<file path="src/rtl/pgx_pkg.sv">
package pgx_pkg;
  localparam int unsigned PGX_SHORT_W = 5;
  localparam int unsigned PGX_PAGE_W  = 7;
  localparam int unsigned PGX_DATA_W  = 24;
endpackage

</file>
<file path="src/rtl/pgx_rst_sync.sv">
module pgx_rst_sync #(
  parameter int unsigned STAGES = 2
) (
  input  logic clk,
  input  logic rst_ni,
  output logic rst_no
);
  logic [STAGES-1:0] sync_q;
  logic [STAGES-1:0] sync_d;

  always_comb begin
    sync_d = {sync_q[STAGES-2:0], 1'b1};
  end

  always_ff @(posedge clk or negedge rst_ni) begin
    if (!rst_ni) sync_q <= '0;
    else         sync_q <= sync_d;
  end

  assign rst_no = sync_q[STAGES-1];
endmodule

</file>
<file path="src/rtl/pgx_page_reg.sv">
module pgx_page_reg #(
  parameter int unsigned SHORT_W = pgx_pkg::PGX_SHORT_W,
  parameter int unsigned PAGE_W  = pgx_pkg::PGX_PAGE_W,
  parameter int unsigned DATA_W  = pgx_pkg::PGX_DATA_W
) (
  input  logic               clk,
  input  logic               rst_n,
  input  logic               cmd_valid,
  input  logic               cmd_write,
  input  logic [SHORT_W-1:0] cmd_addr,
  input  logic [DATA_W-1:0]  cmd_wdata,
  output logic               sel_hit,
  output logic [PAGE_W-1:0]  page_q
);
  localparam logic [SHORT_W-1:0] SEL_ADDR = {SHORT_W{1'b1}};

  logic              page_en;
  logic [PAGE_W-1:0] page_d;

  always_comb begin
    sel_hit = cmd_valid && (cmd_addr == SEL_ADDR);
    page_en = sel_hit && cmd_write;
    page_d  = cmd_wdata[PAGE_W-1:0];
  end

  always_ff @(posedge clk or negedge rst_n) begin
    if (!rst_n)       page_q <= '0;
    else if (page_en) page_q <= page_d;
  end

  AST_PAGE_LOAD: assert property (@(posedge clk) disable iff (!rst_n)
    (cmd_valid && cmd_write && cmd_addr == SEL_ADDR) |=> page_q == $past(cmd_wdata[PAGE_W-1:0]));
  AST_PAGE_HOLD: assert property (@(posedge clk) disable iff (!rst_n)
    !(cmd_valid && cmd_write && cmd_addr == SEL_ADDR) |=> $stable(page_q));
endmodule

</file>
<file path="src/rtl/pgx_cmd_stage.sv">
module pgx_cmd_stage #(
  parameter int unsigned SHORT_W = pgx_pkg::PGX_SHORT_W,
  parameter int unsigned PAGE_W  = pgx_pkg::PGX_PAGE_W,
  parameter int unsigned DATA_W  = pgx_pkg::PGX_DATA_W,
  localparam int unsigned ADDR_W = SHORT_W + PAGE_W
) (
  input  logic               clk,
  input  logic               rst_n,
  input  logic               cmd_valid,
  input  logic               cmd_write,
  input  logic [SHORT_W-1:0] cmd_addr,
  input  logic [DATA_W-1:0]  cmd_wdata,
  input  logic               sel_hit,
  input  logic [PAGE_W-1:0]  page_q,
  input  logic [DATA_W-1:0]  bank_rdata,
  output logic [ADDR_W-1:0]  reg_addr,
  output logic               reg_wr,
  output logic               reg_rd,
  output logic [DATA_W-1:0]  reg_wdata,
  output logic [DATA_W-1:0]  cmd_rdata
);
  logic [ADDR_W-1:0] addr_q, addr_d;
  logic [DATA_W-1:0] wdata_q, wdata_d;
  logic              wr_q, wr_d, rd_q, rd_d, selrd_q, selrd_d;
  logic              addr_en, wdata_en;

  always_comb begin
    addr_en  = cmd_valid;
    addr_d   = {page_q, cmd_addr};
    wr_d     = cmd_valid && cmd_write && !sel_hit;
    rd_d     = cmd_valid && !cmd_write && !sel_hit;
    selrd_d  = sel_hit && !cmd_write;
    wdata_en = wr_d;
    wdata_d  = cmd_wdata;
  end

  always_ff @(posedge clk or negedge rst_n) begin
    if (!rst_n) begin
      addr_q  <= '0;
      wdata_q <= '0;
      wr_q    <= 1'b0;
      rd_q    <= 1'b0;
      selrd_q <= 1'b0;
    end else begin
      if (addr_en)  addr_q  <= addr_d;
      if (wdata_en) wdata_q <= wdata_d;
      wr_q    <= wr_d;
      rd_q    <= rd_d;
      selrd_q <= selrd_d;
    end
  end

  always_comb begin
    reg_addr  = addr_q;
    reg_wr    = wr_q;
    reg_rd    = rd_q;
    reg_wdata = wdata_q;
    cmd_rdata = selrd_q ? '0 : bank_rdata;
  end

  AST_SEL_NO_STROBE: assert property (@(posedge clk) disable iff (!rst_n)
    (cmd_valid && cmd_addr == {SHORT_W{1'b1}}) |=> (!reg_wr && !reg_rd));
  AST_WR_PULSE: assert property (@(posedge clk) disable iff (!rst_n)
    (cmd_valid && cmd_write && cmd_addr != {SHORT_W{1'b1}}) |=> (reg_wr && reg_wdata == $past(cmd_wdata)));
  AST_RD_PULSE: assert property (@(posedge clk) disable iff (!rst_n)
    (cmd_valid && !cmd_write && cmd_addr != {SHORT_W{1'b1}}) |=> reg_rd);
  AST_IDLE_QUIET: assert property (@(posedge clk) disable iff (!rst_n)
    !cmd_valid |=> (!reg_wr && !reg_rd && $stable(reg_addr)));
  AST_ONE_STROBE: assert property (@(posedge clk) disable iff (!rst_n)
    $onehot0({reg_wr, reg_rd}));
endmodule

</file>
<file path="src/rtl/paged_addr_unit.sv">
module paged_addr_unit #(
  parameter int unsigned SHORT_W = pgx_pkg::PGX_SHORT_W,
  parameter int unsigned PAGE_W  = pgx_pkg::PGX_PAGE_W,
  parameter int unsigned DATA_W  = pgx_pkg::PGX_DATA_W,
  localparam int unsigned ADDR_W = SHORT_W + PAGE_W
) (
  input  logic               clk,
  input  logic               rst_ni,
  input  logic               cmd_valid,
  input  logic               cmd_write,
  input  logic [SHORT_W-1:0] cmd_addr,
  input  logic [DATA_W-1:0]  cmd_wdata,
  input  logic [DATA_W-1:0]  bank_rdata,
  output logic [ADDR_W-1:0]  reg_addr,
  output logic               reg_wr,
  output logic               reg_rd,
  output logic [DATA_W-1:0]  reg_wdata,
  output logic [DATA_W-1:0]  cmd_rdata
);
  logic              rst_n;
  logic              sel_hit;
  logic [PAGE_W-1:0] page_q;

  pgx_rst_sync #(.STAGES(2)) u_rst (
    .clk(clk), .rst_ni(rst_ni), .rst_no(rst_n)
  );

  pgx_page_reg #(.SHORT_W(SHORT_W), .PAGE_W(PAGE_W), .DATA_W(DATA_W)) u_page (
    .clk(clk), .rst_n(rst_n), .cmd_valid(cmd_valid), .cmd_write(cmd_write),
    .cmd_addr(cmd_addr), .cmd_wdata(cmd_wdata), .sel_hit(sel_hit), .page_q(page_q)
  );

  pgx_cmd_stage #(.SHORT_W(SHORT_W), .PAGE_W(PAGE_W), .DATA_W(DATA_W)) u_stage (
    .clk(clk), .rst_n(rst_n), .cmd_valid(cmd_valid), .cmd_write(cmd_write),
    .cmd_addr(cmd_addr), .cmd_wdata(cmd_wdata), .sel_hit(sel_hit), .page_q(page_q),
    .bank_rdata(bank_rdata), .reg_addr(reg_addr), .reg_wr(reg_wr), .reg_rd(reg_rd),
    .reg_wdata(reg_wdata), .cmd_rdata(cmd_rdata)
  );

  AST_RESET_QUIET: assert property (@(posedge clk) disable iff (!rst_ni)
    $rose(rst_n) |-> (!reg_wr && !reg_rd && page_q == '0));
endmodule

</file>
<file path="config.mk">
export PLATFORM = sky130hd
export DESIGN_NAME = paged_addr_unit
export DESIGN_NICKNAME = d
export VERILOG_FILES = /design/src/rtl/pgx_pkg.sv /design/src/rtl/pgx_rst_sync.sv /design/src/rtl/pgx_page_reg.sv /design/src/rtl/pgx_cmd_stage.sv /design/src/rtl/paged_addr_unit.sv
export SDC_FILE = /design/constraint.sdc
export NUM_CORES = 1
export LEC_CHECK = 0
export CORE_UTILIZATION = 39
export CTS_BUF_LIST = sky130_fd_sc_hd__clkbuf_8
export DETAILED_ROUTE_END_ITERATION = 16
export HOLD_SLACK_MARGIN = 0.1
export PLACE_DENSITY_LB_ADDON = 0.15
export RECOVER_POWER = 50
export SYNTH_ARGS = -nofsm -noshare
export SYNTH_HDL_FRONTEND = slang
export SYNTH_SLANG_ARGS = --single-unit
export TNS_END_PERCENT = 30
</file>
<file path="constraint.sdc">
create_clock -name clk -period 2 [get_ports clk]
set_input_delay 0.2 -clock clk [delete_from_list [all_inputs] [get_ports clk]]
set_output_delay 0.2 -clock clk [all_outputs]
set_load 0.05 [all_outputs]
</file>
==> summary.txt, run 1 <==
Global routing
  – Tot GR Track Use: 0.177
  – Number of global-route vias before repair: 1483
  – Grt ovf: 0
  – First-pass GRT wire length: 7200 µm
  – Antenna violations before repair: 0
  – Largest net degree at the start of global routing: 30

STA
  – Slew HR: 0.490
  – Worst-margin pin slew: 0.765 ns
  – Fin crit share: 0.850
  – Setup-failing EPs final: 0
  – Setup_tns: 0 ns
  – Fin. max-slew vios: 0
  – Worst Clk Skew: 0.00666 ns
  – Tmin final: 1.70 ns
  – Fmax: 588 MHz
  – Final hold vios: 0
  – Hold Slack: 0.285 ns
  – RSZ-0062 raised after global routing: no

Floorplan
  – Ports: 119
  – Die width: 74.0 µm
  – Die Ht: around 74 µm
  – Die ar.: ~5500 µm²
  – CORE AREA: 4850 µm²
  – Row cnt: 25
  – Initial Utilization: 0.417

Place
  – Port bufs: 118
  – DP Wirelength: 3640 µm
  – GPL Wtd Cong: a little under 0.7

Logic synthesis
  – Seq cells post-synth: 48
  – EDFF count, synth: 0
  – Yosys top cell by area: dfrtp_1
  – Most frequent cell after synthesis: dfrtp_1
  – Yosys cell types: 17
  – Synth area leaders: dfrtp_1 59%, mux2_4 14%, mux2_2 13%, nor2b_1 7.4%, buf_6 1.1%
  – Top cell type's share of synthesized area: 0.594
  – Synth cell count leaders: 48 x dfrtp_1, 24 x mux2_2, 24 x nor2b_1
  – Sequential share of the synthesized area: 0.594
  – Yosys warnings: 0
  – Post-Syn Area per Cell: between 15 and 20 µm²
  – Primary FF master, synth: dfrtp_1
  – Post-Syn Nets: 188
  – Post-synthesis cell count: 131
  – Mapped cell area: slightly above 2000 µm²
  – Post-synth ARST share: 1.00

Hold path
  – Min-delay worst type: flop to async pin

Power
  – PD cells: 929 nW/µm²
  – Maximum VDD drop: approximately 0.57 mV
  – Leak: about 1.5 nW

Clock tree
  – CTS resizes: 0
  – TritonCTS Buffers: 5
  – CTS tree: done
  – Clock Sinks: 48
  – Htree depth: 2
  – Setup bufs post-CTS: 0
  – Deepest clock path buffer count: 2
  – Clk root buf: clkbuf_8
  – Clock-pin slew on the worst setup and hold paths: 0.09 ns
  – Clock Latency Late Sink: approximately 0.30 ns

Setup path
  – R2R cell count: 1
  – WP data required: 1.80 ns
  – Stages on worst setup path: 1
  – Reg2reg end: u_stage.reg_addr[3]
  – Worst Path Arrival: 1.50 ns
  – Worst reg2reg path startpoint: u_rst.sync_q[1]
  – WP buf/inv: 1
  – R2R Setup Slk: ~0.6 ns
  – Critical path fanouts, max: 2
  – Max incr delay on CP: slightly above 0.8 ns
  – Critical path class: flop to output port
  – CP cell instances: clkdlybuf4s50_1
  – Startpoint types: flop
  – Crit end category: output port
  – CP max stage cell: clkdlybuf4s50_1
  – Cell family with most CP delay: buffers and inverters

Finish
  – Final Net Count: 313
  – # diodes: 0
  – Area Overhead vs Synth: 63.3%
  – Share of layout cells above drive strength 1: 0.268
  – Final core utilization: 0.681

Status
  – Outcome: finished clean

Detailed routing
  – Drt drc: 0
  – WL met3: approximately 380 µm
  – WL met2: between 2000 and 2500 µm
  – Initial DRC count: 27
  – Sum of routed wire segments on met1: approximately 1900 µm
  – DR top layer: met4
  – Vias: 1469
  – Routed Antenna Nets: 0
  – Drt total wl: 4680 µm
  – TritonRoute pass-1 iters: 2
  – Vias per inst: 4.53
  – Routed len/inst: 14.4 µm

Job
  – Max-cap violations: 0
-- metal layers --
layer	GRT usage	vias to the layer above
met5	0	-
met4	0.0449	0
met3	0.0528	7
met2	0.299	70
met1	0.222	700
li1	-	692
-- cell usage in the layout, fill, tap and decap left out, types with 2 or more instances in the layout --
master and instances:
buf_4 24, bufinv_16 2, clkbuf_2 3, clkbuf_8 5, clkdlybuf4s50_1 92, dfrtp_1 48, dlygate4sd3_1 3, mux2_1 12
mux2_2 24, mux2_4 7, nor2_1 2, nor2b_1 24
-- area by class of cell --
type,count,area [µm²]
Fill cell,380,1550
Sequential cell,48,1200
Timing Repair Buffer,123,1150
Multi-Input combinational cell,77,727
Tap cell,67,83.8
Clock buffer,5,68.8
Clock inverter,3,68.8
Inverter,1,3.75
-- metrics by stage --
stage                     setup slack [ns]  std cells  area, µm²  total power [mW]
after global placement               0.241        315       3260              2.30
after CTS                            0.274        324       3410              3.16
final                                0.299        324       3300              3.07
after detailed placement             0.212        315       3260              2.32
after floorplan                      0.478        131       2020              1.88
after global routing                 0.236        324       3300              3.21
-- registers in the layout (all words and copies together) (netlist names) --
| signal | cells |
|---|---|
| u_stage.selrd_q | 1 |
| u_rst.sync_q | 2 |
| u_page.page_q | 7 |
| u_stage.reg_wdata | 24 |
| u_stage.reg_addr | 12 |
| u_stage.reg_rd | 1 |
| u_stage.reg_wr | 1 |
-- worst max-delay path by stage --
stage	startpoint	endpoint	slack (ns)
6_report	u_stage.reg_addr[11]	reg_addr[11]	0.30
5_1_grt	cmd_addr[4]	u_stage.reg_wdata[22]	0.24
4_1_cts	u_stage.reg_addr[11]	reg_addr[11]	0.27
3_5_place_dp	cmd_addr[4]	u_page.page_q[0]	0.21
3_3_place_gp	cmd_addr[4]	u_stage.reg_wdata[22]	0.24
2_1_floorplan	u_stage.selrd_q	cmd_rdata[0]	0.48
-- cell families (layout without fill, tap and decap cells) --
family,after synthesis,count (layout),share of synthesized area
multiplexers,43,43,0.275
AO/OA/AOI/OAI,1,1,0.00928
buffers and inverters,6,132,0.0192
flip-flops,48,48,0.594
AND/OR/NAND/NOR,32,32,0.101
other,1,1,0.00185
-- power by group --
group | internal, mW | switching (mW) | leakage (nW) | total [mW]
combinational | 0.430 | 0.638 | 0.822 | 1.07
clock | 0.503 | 0.319 | 0.0687 | 0.822
sequential | 1.10 | 0.0776 | 0.590 | 1.18
-- timing repair --
action	in CTS	in global routing
setup endpoints to repair	0	0
hold endpoints to repair	2	0
hold buffers	1	0
Power figures use the tool's default switching activity.
==> run 2: changes to the inputs <==
--- a/config.mk
+++ b/config.mk
@@ -9,6 +9,7 @@
 export CTS_BUF_LIST = sky130_fd_sc_hd__clkbuf_8
 export DETAILED_ROUTE_END_ITERATION = 16
 export HOLD_SLACK_MARGIN = 0.1
+export MAX_ROUTING_LAYER = met4
 export PLACE_DENSITY_LB_ADDON = 0.15
 export RECOVER_POWER = 50
 export SYNTH_ARGS = -nofsm -noshare
==> summary.txt, run 2 (synthesized netlist as in run 1, its figures left out) <==
Power
  – Maximum VDD drop: 0.569 mV
  – Switching share of power: 0.339
  – Clock power share: 0.269
  – Net Sw Power: 1.04 mW
  – Tot Pwr: 3.07 mW
  – PD cells: 930 nW/µm²
  – Leak: around 1.5 nW
  – Reg power frac: 0.383
  – Internal power: 2.03 mW
  – Combinational share of power: 0.348

Clock tree
  – Deepest clock path buffer count: 2
  – Clock Sinks: 48
  – Setup bufs post-CTS: 0
  – Clock Latency Late Sink: 0.30 ns
  – Clk root buf: clkbuf_8
  – TritonCTS Buffers: 5
  – Hold_buf cts: 1
  – CTS tree: done
  – Htree depth: 2
  – Clock-pin slew on the worst setup and hold paths: about 0.090 ns
  – CTS resizes: 0

Global routing
  – Largest net degree at the start of global routing: 30
  – Grt ovf: 0
  – Tot GR Track Use: 0.183
  – Antenna violations before repair: 0
  – Number of global-route vias before repair: 1486
  – First-pass GRT wire length: 7220 µm

Job
  – Max-cap violations: 0

Setup path
  – Critical path class: flop to output port
  – WP buf/inv: 1
  – CP cell instances: clkdlybuf4s50_1
  – Worst Path Arrival: 1.50 ns
  – CP max stage cell: clkdlybuf4s50_1
  – Crit end category: output port
  – Max incr delay on CP: 0.83 ns
  – Startpoint types: flop
  – Critical path fanouts, max: 2
  – Cell family with most CP delay: buffers and inverters
  – WP data required: 1.80 ns

STA
  – Setup-failing EPs final: 0
  – Slew HR: 0.487
  – Fin. max-slew vios: 0
  – Setup_tns: 0 ns
  – Fin crit share: 0.850
  – Worst Clk Skew: approximately 0.0077 ns
  – Worst-margin pin slew: between 0.7 and 0.8 ns
  – Fmax: 588 MHz
  – Final hold vios: 0
  – Tmin final: 1.70 ns
  – RSZ-0062 raised after global routing: no

Finish
  – Area Overhead vs Synth: 63.3%
  – Most common cell after layout, fill and taps aside: clkdlybuf4s50_1
  – Final Net Count: 313
  – Share of layout cells above drive strength 1: 0.268
  – # diodes: 0
  – Max FFs per register: 24
  – Most frequent cells in the layout: 92 x clkdlybuf4s50_1, 48 x dfrtp_1, 24 x nor2b_1, 24 x mux2_2, 24 x buf_4

Detailed routing
  – Drt total wl: 4700 µm
  – Routed Antenna Nets: 0
  – Routed len/inst: 14.5 µm
  – Vias per inst: 4.54
  – Vias: 1472
  – Initial DRC count: 25
  – TritonRoute pass-1 iters: 2
  – Drt drc: 0

Floorplan
  – CORE AREA: between 4000 and 5000 µm²
  – Die Ht: 74.0 µm
  – Initial Utilization: 0.417
  – Row cnt: 25
  – Die ar.: 5480 µm²
  – Die width: 74.0 µm
  – Ports: ~120

Hold path
  – Min-delay worst type: flop to async pin

Place
  – Port bufs: 118
  – GPL Wtd Cong: 0.699
  – DP Wirelength: 3640 µm

Status
  – Outcome: finished clean
run 2: cell counts in the layout (fill, tap and decap cells not counted):
Identical to the previous run, type by type.
run 2: cell type report:
cell class | count | area, µm²
Clock inverter | 3 | 68.8
Fill cell | 381 | 1550
Multi-Input combinational cell | 77 | 727
Timing Repair Buffer | 123 | 1150
Clock buffer | 5 | 68.8
Tap cell | 67 | 83.8
Inverter | 1 | 3.75
Sequential cell | 48 | 1200
run 2: stage by stage:
stage,util,cell area [µm²],std cells,hold WS (ns),setup slack (ns)
2_1_floorplan,-,2020,131,-0.0956,0.478
3_3_place_gp,0.673,3260,315,0.203,0.241
3_5_place_dp,0.673,3260,315,0.212,0.212
4_1_cts,0.703,3410,324,0.221,0.274
5_1_grt,0.681,3300,324,0.364,0.237
6_report,0.681,3300,324,0.283,0.299
run 2: power groups by stage:
| stage | combinational, mW | sequential, mW | clock [mW] |
|---|---|---|---|
| 2_1_floorplan | 0.300 | 1.58 | 0 |
| 3_3_place_gp | 1.11 | 1.19 | 0 |
| 3_5_place_dp | 1.12 | 1.20 | 0 |
| 4_1_cts | 1.13 | 1.18 | 0.854 |
| 5_1_grt | 1.12 | 1.20 | 0.898 |
| 6_report | 1.07 | 1.18 | 0.827 |
run 2: path summary, 6_finish.rpt:
check                                          start                    end  slack [ns]  cells after the start
worst max register to register       u_rst.sync_q[1]   u_stage.reg_wdata[8]        0.60                      1
worst max-delay path            u_stage.reg_addr[11]           reg_addr[11]        0.30                      1
worst min-delay path                 u_rst.sync_q[1]  u_stage.reg_wdata[12]        0.28                      0
worst min register to register       u_rst.sync_q[1]  u_stage.reg_wdata[12]        0.28                      0
max in group asynchronous            u_rst.sync_q[1]   u_stage.reg_wdata[8]        0.60                      1
min in group clk                     u_rst.sync_q[0]        u_rst.sync_q[1]        0.37                      0
run 2: per-layer routing:
| layer | vias to the layer above | wire length (µm) | track usage |
|---|---|---|---|
| li1 | 693 | - | - |
| met2 | 70 | 2330 | 0.301 |
| met4 | 0 | 65 | 0.0449 |
| met5 | - | 0 | - |
| met1 | 702 | 1920 | 0.222 |
| met3 | 7 | 383 | 0.0515 |
==> run 3: changes to the inputs <==
--- a/config.mk
+++ b/config.mk
@@ -5,9 +5,12 @@
 export SDC_FILE = /design/constraint.sdc
 export NUM_CORES = 1
 export LEC_CHECK = 0
-export CORE_UTILIZATION = 39
+export CELL_PAD_IN_SITES_DETAIL_PLACEMENT = 0
+export CELL_PAD_IN_SITES_GLOBAL_PLACEMENT = 1
+export CORE_UTILIZATION = 29
 export CTS_BUF_LIST = sky130_fd_sc_hd__clkbuf_8
 export DETAILED_ROUTE_END_ITERATION = 16
+export GPL_TIMING_DRIVEN = 0
 export HOLD_SLACK_MARGIN = 0.1
 export MAX_ROUTING_LAYER = met4
 export PLACE_DENSITY_LB_ADDON = 0.15
==> summary.txt, run 3 (synthesized netlist as in run 1, its figures left out) <==
Finish
  – Most frequent cells in the layout: 95 x clkdlybuf4s50_1, 48 x dfrtp_1, 24 x nor2b_1, 24 x mux2_2, 20 x dlygate4sd2_1
  – # diodes: 0
  – Share of layout cells above drive strength 1: 0.213
  – Area Overhead vs Synth: 67.0%
  – Final Net Count: 315
  – Max FFs per register: 24
  – Most common cell after layout, fill and taps aside: clkdlybuf4s50_1

Detailed routing
  – TritonRoute pass-1 iters: 2
  – DR top layer: met4
  – Vias: around 1500
  – Drt drc: 0
  – Initial DRC count: 50
  – Sum of routed wire segments on met1: about 1900 µm
  – WL met2: approximately 2200 µm
  – WL met3: 494 µm
  – Routed len/inst: 13.9 µm
  – Vias per inst: about 4.4
  – Drt total wl: 4690 µm
  – Routed Antenna Nets: 0

Status
  – Outcome: finished clean

Place
  – DP Wirelength: 3560 µm
  – GPL Wtd Cong: approximately 0.65
  – Port bufs: 118

Clock tree
  – Clk root buf: clkbuf_8
  – Clock-pin slew on the worst setup and hold paths: 0.08 ns
  – Deepest clock path buffer count: 2
  – Clock Latency Late Sink: 0.29 ns
  – CTS tree: done
  – TritonCTS Buffers: 5
  – Htree depth: 2
  – Clock Sinks: 48

Setup path
  – Worst Path Arrival: 1.66 ns
  – WP data required: 1.80 ns
  – CP cell instances: clkbuf_1 > nor2b_1 > dlygate4sd2_1
  – Critical path fanouts, max: 10
  – Worst reg2reg path startpoint: u_rst.sync_q[1]
  – Reg2reg end: u_stage.reg_addr[3]
  – Critical path class: flop to output port
  – R2R Setup Slk: 0.53 ns
  – Startpoint types: flop
  – Max incr delay on CP: ~0.54 ns
  – CP max stage cell: dlygate4sd2_1
  – Crit end category: output port
  – R2R cell count: 1

Global routing
  – Grt ovf: 0
  – Antenna violations before repair: 0
  – First-pass GRT wire length: 7380 µm
  – Number of global-route vias before repair: 1483
  – Largest net degree at the start of global routing: 27
  – Tot GR Track Use: 0.136

STA
  – Final hold vios: 0
  – Fmax: between 500 and 600 MHz
  – Tmin final: 1.86 ns
  – Fin. max-slew vios: 0
  – RSZ-0062 raised after global routing: no
  – Fin crit share: 0.929
  – Setup-failing EPs final: 0
  – Worst Clk Skew: 0.00491 ns
  – Setup_tns: 0 ns
  – Hold Slack: between 0.3 and 0.4 ns
  – Worst-margin pin slew: 0.828 ns
  – Slew HR: 0.448

Floorplan
  – CORE AREA: 6760 µm²
  – Die ar.: 7310 µm²
  – Ports: 119
  – Initial Utilization: 0.299
  – Row cnt: 30
  – Die Ht: 85.5 µm
  – Die width: 85.5 µm

Power
  – Leak: 1.52 nW
  – Maximum VDD drop: between 0.3 and 0.4 mV
  – PD cells: 867 nW/µm²
  – Tot Pwr: just under 3 mW

Job
  – Max-cap violations: 0

Hold path
  – Min-delay worst type: flop to async pin
## run 3: cell types whose count changed in the layout (fill, tap and decap cells not counted), moves of 2 or more
cell             previous run  this run
buf_4                      24         0
clkbuf_1                    1         3
clkdlybuf4s50_1            92        95
dlygate4sd2_1               0        20
mux2_1                     12         1
mux2_4                      7        18
## run 3: worst max-delay path by stage
stage / startpoint / endpoint / slack, ns / cells after the start
5_1_grt: u_stage.selrd_q / cmd_rdata[22] / 0.02 / 2
3_3_place_gp: u_rst.sync_q[1] / u_stage.reg_addr[4] / -0.05 / 0
3_5_place_dp: cmd_addr[4] / u_stage.reg_wdata[1] / 0.09 / 5
6_report: u_stage.selrd_q / cmd_rdata[5] / 0.14 / 3
4_1_cts: u_stage.selrd_q / cmd_rdata[5] / 0.10 / 3
2_1_floorplan: u_stage.selrd_q / cmd_rdata[0] / 0.48 / 2
## run 3: what timing repair did
item                                    CTS  global route
gates resized for setup                  20             0
endpoints found under the hold margin     2             0
hold buffers                              1             0
buffers inserted                          0             0
endpoints found under the setup margin   20             0
## run 3: through the flow
stage / setup slack [ns] / utilization / cells / instance area (µm²)
2_1_floorplan: 0.478 / - / 131 / 2020
3_3_place_gp: -0.0462 / 0.489 / 329 / 3300
3_5_place_dp: 0.0926 / 0.492 / 330 / 3330
4_1_cts: 0.102 / 0.505 / 338 / 3410
5_1_grt: 0.0160 / 0.500 / 338 / 3380
6_report: 0.143 / 0.500 / 338 / 3380
## run 3: critical path, delay by kind of cell, from the launching register on
kind	cells	cell delay [ns]
flops	1	0.43
simple gates	1	0.17
buf+inv	2	0.77
## run 3: cell type report
type                       instances  area [µm²]
fill                             630        3380
sequential                        48        1200
timing repair buffer             120        1170
multi-input combinational         77         773
tap                               80         100
clock buffer                       5        68.8
clock inverter                     2        33.8
buffer                             5        27.5
inverter                           1        3.75
## run 3: power breakdown
part,internal (mW),switching [mW]
Sequential,1.10,0.0740
Clock,0.361,0.301
Combinational,0.455,0.638
Total,1.92,1.01
## run 3: routing by layer
layer	up-vias	GRT usage
li1	694	-
met1	709	0.156
met2	86	0.225
met3	5	0.0452
met4	0	0.0409
met5	-	-
